## src/rtl/gpio_port_pkg.sv

```systemverilog
package gpio_port_pkg;
  localparam int PORT_W   = 8;
  localparam int SDI_BIT  = 0;
  localparam int SDO_BIT  = 1;
  localparam int SCK_BIT  = 2;
  localparam int SYNC_STG = 2;
endpackage

```

## src/rtl/port_rst_sync.sv

```systemverilog
module port_rst_sync #(
  parameter int STAGES = 2
) (
  input  logic clk,
  input  logic rst_n,
  output logic rst_n_sync
);
  logic [STAGES-1:0] chain_q;
  logic [STAGES-1:0] chain_d;

  always_comb chain_d = {chain_q[STAGES-2:0], 1'b1};

  always_ff @(posedge clk or negedge rst_n) begin
    if (!rst_n) chain_q <= '0;
    else        chain_q <= chain_d;
  end

  assign rst_n_sync = chain_q[STAGES-1];
endmodule

```

## src/rtl/port_pin_sync.sv

```systemverilog
module port_pin_sync #(
  parameter int W      = 8,
  parameter int STAGES = 2
) (
  input  logic         clk,
  input  logic         rst_n,
  input  logic [W-1:0] raw_in,
  output logic [W-1:0] sync_out
);
  logic [W-1:0] stage_q [STAGES];
  logic [W-1:0] stage_d [STAGES];

  always_comb begin
    stage_d[0] = raw_in;
    for (int s = 1; s < STAGES; s++) stage_d[s] = stage_q[s-1];
  end

  generate
    for (genvar s = 0; s < STAGES; s++) begin : g_stage
      always_ff @(posedge clk or negedge rst_n) begin
        if (!rst_n) stage_q[s] <= '0;
        else        stage_q[s] <= stage_d[s];
      end
    end
  endgenerate

  assign sync_out = stage_q[STAGES-1];
endmodule

```

## src/rtl/port_regs.sv

```systemverilog
module port_regs #(
  parameter int W = 8
) (
  input  logic         clk,
  input  logic         rst_n,
  input  logic [W-1:0] wr_data,
  input  logic         latch_we,
  input  logic         dir_we,
  output logic [W-1:0] latch_q,
  output logic [W-1:0] dir_q
);
  logic [W-1:0] latch_d;
  logic [W-1:0] dir_d;

  always_comb begin
    latch_d = latch_q;
    dir_d   = dir_q;
    if (latch_we) latch_d = wr_data;
    if (dir_we)   dir_d   = wr_data;
  end

  always_ff @(posedge clk or negedge rst_n) begin
    if (!rst_n) begin
      latch_q <= '0;
      dir_q   <= '0;
    end else begin
      latch_q <= latch_d;
      dir_q   <= dir_d;
    end
  end
endmodule

```

## src/rtl/port_pin_route.sv

```systemverilog
module port_pin_route
  import gpio_port_pkg::*;
#(
  parameter int W = PORT_W
) (
  input  logic [W-1:0] latch_q,
  input  logic [W-1:0] dir_q,
  input  logic [W-1:0] pin_sync,
  input  logic         spi_en,
  input  logic         spi_master,
  input  logic         spi_sdo,
  input  logic         spi_sck_out,
  output logic [W-1:0] pin_oe,
  output logic [W-1:0] pin_out,
  output logic [W-1:0] rd_data,
  output logic         spi_sdi,
  output logic         spi_sck_in
);
  generate
    for (genvar i = 0; i < W; i++) begin : g_pin
      if (i == SDI_BIT) begin : g_sdi
        assign pin_oe[i]  = spi_en ? 1'b0 : dir_q[i];
        assign pin_out[i] = spi_en ? 1'b0 : latch_q[i];
      end else if (i == SDO_BIT) begin : g_sdo
        assign pin_oe[i]  = spi_en ? 1'b1 : dir_q[i];
        assign pin_out[i] = spi_en ? spi_sdo : latch_q[i];
      end else if (i == SCK_BIT) begin : g_sck
        assign pin_oe[i]  = spi_en ? spi_master : dir_q[i];
        assign pin_out[i] = spi_en ? (spi_master & spi_sck_out) : latch_q[i];
      end else begin : g_gpio
        assign pin_oe[i]  = dir_q[i];
        assign pin_out[i] = latch_q[i];
      end
      assign rd_data[i] = dir_q[i] ? latch_q[i] : pin_sync[i];
    end
  endgenerate

  assign spi_sdi    = spi_en & pin_sync[SDI_BIT];
  assign spi_sck_in = spi_en & ~spi_master & pin_sync[SCK_BIT];
endmodule

```

## src/rtl/gpio_spi_port.sv

```systemverilog
module gpio_spi_port
  import gpio_port_pkg::*;
(
  input  logic              clk,
  input  logic              rst_n,
  input  logic [PORT_W-1:0] cpu_wr_data,
  input  logic              cpu_data_we,
  input  logic              cpu_dir_we,
  output logic [PORT_W-1:0] cpu_data_rd,
  output logic [PORT_W-1:0] cpu_dir_rd,
  input  logic [PORT_W-1:0] pin_in,
  output logic [PORT_W-1:0] pin_oe,
  output logic [PORT_W-1:0] pin_out,
  input  logic              spi_en,
  input  logic              spi_master,
  input  logic              spi_sdo,
  input  logic              spi_sck_out,
  output logic              spi_sdi,
  output logic              spi_sck_in
);
  logic              rst_int_n;
  logic [PORT_W-1:0] latch_q;
  logic [PORT_W-1:0] dir_q;
  logic [PORT_W-1:0] pin_sync;

  port_rst_sync #(.STAGES(2)) u_rst (
    .clk(clk), .rst_n(rst_n), .rst_n_sync(rst_int_n)
  );

  port_pin_sync #(.W(PORT_W), .STAGES(SYNC_STG)) u_sync (
    .clk(clk), .rst_n(rst_int_n), .raw_in(pin_in), .sync_out(pin_sync)
  );

  port_regs #(.W(PORT_W)) u_regs (
    .clk(clk), .rst_n(rst_int_n), .wr_data(cpu_wr_data),
    .latch_we(cpu_data_we), .dir_we(cpu_dir_we),
    .latch_q(latch_q), .dir_q(dir_q)
  );

  port_pin_route #(.W(PORT_W)) u_route (
    .latch_q(latch_q), .dir_q(dir_q), .pin_sync(pin_sync),
    .spi_en(spi_en), .spi_master(spi_master), .spi_sdo(spi_sdo),
    .spi_sck_out(spi_sck_out), .pin_oe(pin_oe), .pin_out(pin_out),
    .rd_data(cpu_data_rd), .spi_sdi(spi_sdi), .spi_sck_in(spi_sck_in)
  );

  assign cpu_dir_rd = dir_q;
endmodule

```

## config.mk

```make
export PLATFORM = sky130hd
export DESIGN_NAME = gpio_spi_port
export DESIGN_NICKNAME = d
export VERILOG_FILES = /design/src/rtl/gpio_port_pkg.sv /design/src/rtl/port_rst_sync.sv /design/src/rtl/port_pin_sync.sv /design/src/rtl/port_regs.sv /design/src/rtl/port_pin_route.sv /design/src/rtl/gpio_spi_port.sv
export SDC_FILE = /design/constraint.sdc
export NUM_CORES = 1
export LEC_CHECK = 0
export ABC_AREA = 1
export BUFFER_PORTS_ARGS = -buffer_cell sky130_fd_sc_hd__buf_2
export CAP_MARGIN = 20
export CORE_MARGIN = 10
export CORE_UTILIZATION = 48
export CTS_BUF_LIST = sky130_fd_sc_hd__clkbuf_8
export DETAILED_ROUTE_END_ITERATION = 8
export HOLD_SLACK_MARGIN = 0.03
export PLACE_DENSITY = 0.8
export SYNTH_ARGS = -nofsm -noshare
export SYNTH_HDL_FRONTEND = slang
export SYNTH_SLANG_ARGS = --single-unit
export TNS_END_PERCENT = 100
```

## constraint.sdc

```tcl
create_clock -name clk -period 1.36 [get_ports clk]
set_input_delay 0 -clock clk [delete_from_list [all_inputs] [get_ports clk]]
set_output_delay 0 -clock clk [all_outputs]
set_load 0.02 [all_outputs]
```

# --- Yosys cells after proc, flatten, opt, wreduce, memory -nomap -nowiden ---
# Cells that the tools add are included.
classes:
  muxes: 14
  bitwise_logic: 5
op_table:
  columns: ["op", "count"]
  rows:
  - ["2-to-1 mux 1 bit", 14]
  - ["AND 1 bit", 4]
  - ["inverter 1 bit", 1]
totals:
  reg_bits: 34
  in_bits: 24
  out_inout_bits: 34
  wordCells: 24

# --- Longest topological paths before layout ---
logic_depth:
  depth_word: 3
  mapped_depth: 4
  depth_no_buf: 3

# --- Cells and area by module ---
# Synthesis repeated with hierarchy kept, for this count alone.
hier_totals:
  cells_unflattened: 150
  hier_area_um2: 1365.1
by_module_without_submodules:
  columns: ["module", "instances", "cells_per_inst", "area_per_inst_um2", "seq_area_each_um2"]
  rows:
  - ["port_regs", 1, 68, 610.6, 400.4]
  - ["port_pin_sync", 1, 16, 400.4, 400.4]
  - ["port_pin_route", 1, 63, 300.3, 0.0]
  - ["port_rst_sync", 1, 3, 53.8, 50.0]

# --- Worst setup path after synthesis ---
# Ideal clock, no wire load.
synth_path:
  path_type: "reg-to-output"
  from: "register u_regs.dir_q[0]"
  to: "output pin_oe[0]"
  t_arrival_ns: 0.832
  required_time_ns: 1.360
  setup_slack_ns: 0.528
  stages_incl_launch_ff: 3
  n_path_buf: 0
  cell_sequence: "dfrtp_1 > inv_1 > nor2_1"
synth_between:
  elab_chain_cells: 1
synth_rtl:
  columns: ["item", "line_no", "rtl"]
  rows:
  - ["from (decl)", "port_regs.sv:10", "output logic [W-1:0] dir_q"]
  - ["from (signal assigned)", "port_regs.sv:28", "dir_q <= dir_d;"]
  - ["2-to-1 mux 1 bit", "port_pin_route.sv:22", "assign pin_oe[i] = spi_en ? 1'b0 : dir_q[i];"]
  - ["to (decl)", "gpio_spi_port.sv:12", "output logic [PORT_W-1:0] pin_oe,"]
# No other way between the ends.

# --- Final worst setup path ---
layout_path:
  from: "register u_regs.dir_q[6]"
  to: "output cpu_data_rd[6]"
layout_between:
  elab_chain_cells: 1
layout_rtl:
  columns: ["item", "line_no", "rtl"]
  rows:
  - ["2-to-1 mux 1 bit", "port_pin_route.sv:34", "assign rd_data[i] = dir_q[i] ? latch_q[i] : pin_sync[i];"]
  - ["to (decl)", "gpio_spi_port.sv:9", "output logic [PORT_W-1:0] cpu_data_rd,"]
# No other way between the ends.

==> implementation parameters <==
Parameter                              Value

Status
  Run status    complete, no violations

Critical path
  Startpoint Class    flop
  Worst Path Arrival    between 1 and 1.5 ns
  Register-to-register path setup slack    approximately 0.7 ns
  Endpoint type of the worst setup path    output port
  Critical path class    reg2out
  Critical Path Fanout Max    5
  Required time reported for the critical path endpoint    roughly 1.4 ns

Timing
  Share of the cycle needed by the critical path after routing    74.6%
  Peak Freq    slightly below 1000 MHz
  Unrepaired setup endpoints after global routing    no
  Hold_ws    between 0.08 and 0.09 ns
  Number of max-slew violations in the final report    0
  Number of endpoints failing setup at the final stage    0
  Number of endpoints with negative hold slack in the final report    0
  Final min period    1.01 ns
  Largest clock skew in the final design    0.00220 ns
  Setup_tns    0 ns

Power
  Power density relative to cell area    between 1000 and 1500 nW/um2
  Leakage dissipation    1.10 nW
  Post-layout power    roughly 0.0022 W
  Maximum VDD drop    approximately 1100 uV

Yosys
  Flop and latch count out of synthesis    34
  Unique masters post-synth    10
  Part of the Yosys area used for sequential elements    62.4%
  Post-synthesis area per instance    about 9 um2
  Yosys warning total    0
  Cell count after synthesis    150
  Cell area after synthesis    1360 um2
  Net Count, Synth    between 150 and 200

GRT
  Largest net degree at the start of global routing    17
  GR Util All Layers    12.7%
  Global-route wire length before repair    between 5 and 6 mm
  GRT Residual Overflow    0
  Vias in the first global route    1157
  Number of antenna violations at the first check in global routing    0

Floorplan
  Std-Cell Core Area    2730 um2
  Die Footprint    about 5400 um2
  Die X-Extent    ~73 um
  Chip Height    around 73 um
  I/O pins    58
  Effective utilization at floorplan    between 40% and 50%
  # rows    19

Place
  Count of buffers inserted at the top-level ports    57
  Placer congestion estimate    0.743
  HPWL Detailed    2.30 mm

Route
  Number of DRC markers in iteration 0    29
  Overall routed net length    ~3.3 mm
  Wirelength per Cell    approximately 13 um
  DRC violation count after routing    0
  Via density    approximately 4.4
  Vias post-DR    approximately 1100
  Initial DRT Pass Iterations    4
  Remaining antenna violation count after routing    0

Layout
  Post-layout nets    about 250
  Area grow syn2layout    35.7%
  Share of layout cells above drive strength 1    between 30% and 40%
  Diodes inserted    0
  Number of inserted filler cells in the final layout    between 200 and 250

Clocking
  Number of buffers added for setup after CTS    0
  Max Root-Sink Buffers    2
  TritonCTS sink count    34
  H-tree level count    2
  Reg clk slew, reported paths    approximately 0.06 ns
  Number of buffers added by the clock tree synthesis step    5
  Clock tree from TritonCTS    done
  Insertion delay to the later sink of the worst-skew pair    roughly 0.27 ns
  Root buffer selected by CTS    sky130_fd_sc_hd__clkbuf_8

Flow run
  Max capacitance violation total    0

Hold path
  Class of the most critical hold timing path    in2reg
==> synthesized netlist by cell type <==
library cell              instances  area (um2)
sky130_fd_sc_hd__nand2_1         83         312
sky130_fd_sc_hd__dfrtp_1         34         851
sky130_fd_sc_hd__inv_1           12        45.0
sky130_fd_sc_hd__buf_4           10        75.1
sky130_fd_sc_hd__buf_6            3        33.8
sky130_fd_sc_hd__nor2_1           3        11.3
sky130_fd_sc_hd__inv_8            2        22.5
sky130_fd_sc_hd__conb_1           1        3.75
sky130_fd_sc_hd__inv_2            1        3.75
sky130_fd_sc_hd__nand3_1          1        5.00
==> critical path, stage by stage, from the launching register on <==
cell                      delay [ns]
sky130_fd_sc_hd__dfrtp_1        0.42
sky130_fd_sc_hd__inv_1          0.07
sky130_fd_sc_hd__nand2_1        0.04
sky130_fd_sc_hd__nand2_1        0.05
sky130_fd_sc_hd__buf_2          0.16
==> report_power, final <==
part	total [W]	switching, W	internal (W)	leakage, nW
logic	0.000431	0.000267	0.000164	0.646
registers	0.00113	0.0000498	0.00108	0.405
clock network	0.000649	0.000313	0.000336	0.0466
==> placed cells by master, fill, tap and decap left out <==
cell	n
sky130_fd_sc_hd__clkbuf_8	5
sky130_fd_sc_hd__inv_8	2
sky130_fd_sc_hd__nor2_1	3
sky130_fd_sc_hd__inv_1	14
sky130_fd_sc_hd__inv_2	1
sky130_fd_sc_hd__dfrtp_1	34
sky130_fd_sc_hd__nand3_1	1
sky130_fd_sc_hd__conb_1	1
sky130_fd_sc_hd__buf_4	2
sky130_fd_sc_hd__dlygate4sd3_1	18
sky130_fd_sc_hd__nand2_1	83
sky130_fd_sc_hd__buf_2	57
==> final timing paths <==
check,start,endpoint,depth (start not counted)
min in group asynchronous,u_rst.chain_q[1],u_sync.stage_d[3],1
hold reg to reg,u_rst.chain_q[1],u_sync.stage_d[3],1
setup / recovery,u_regs.dir_q[6],cpu_data_rd[6],4
max in group asynchronous,rst_n,u_rst.chain_q[1],3
setup reg to reg,u_regs.dir_q[3],u_regs.dir_q[3],2
hold / removal,cpu_data_we,u_regs.latch_q[4],3
==> state kept, by name, indices dropped and copies added (netlist names) <==
name / cells
u_regs.dir_q: 8
u_regs.latch_q: 8
u_rst.chain_q: 2
u_sync.stage_d: 8
u_sync.sync_out: 8
==> cell type report <==
type | count | area (um2) | area share [%]
clock inverter | 2 | 7.51 | 0.406
timing repair buffer | 77 | 480 | 26.0
multi-input combinational | 88 | 332 | 17.9
inverter | 15 | 71.3 | 3.86
clock buffer | 5 | 68.8 | 3.72
tap | 31 | 38.8 | 2.10
sequential | 34 | 851 | 46.0
==> layer usage <==
layer | vias up | part of all wire (%) | GRT usage [%] | wire [um]
li1 | 566 | - | - | -
met1 | 501 | 38 | 13.1 | 1240
met2 | 33 | 53 | 22.0 | 1740
met3 | 10 | 6.6 | 4.58 | 217
met4 | 0 | 2.6 | 6.54 | 85
met5 | - | 0 | 0 | 0
==> kinds of logic after synthesis <==
family / synth area share, %
buffers and inverters: 13.2
AND/OR/NAND/NOR: 24.1
flip-flops: 62.4
other: 0.275
==> through the flow <==
stage	setup WS, ns	cells	utilization [%]	instance area (um2)
floorplan	0.344	150	-	1360
global placement	0.665	227	58.3	1590
detailed placement	0.647	227	58.3	1590
CTS	0.335	252	67.6	1850
global route	0.244	252	67.6	1850
finish	0.346	252	67.6	1850
==> what timing repair did <==
| item | 4_1_cts | 5_1_grt |
|---|---|---|
| hold buffers | 18 | 0 |
| resized for setup | 0 | 0 |
| endpoints found under the setup margin | 0 | 0 |
| hold endpoints to repair | 26 | 0 |
Power figures use the tool's default switching activity.
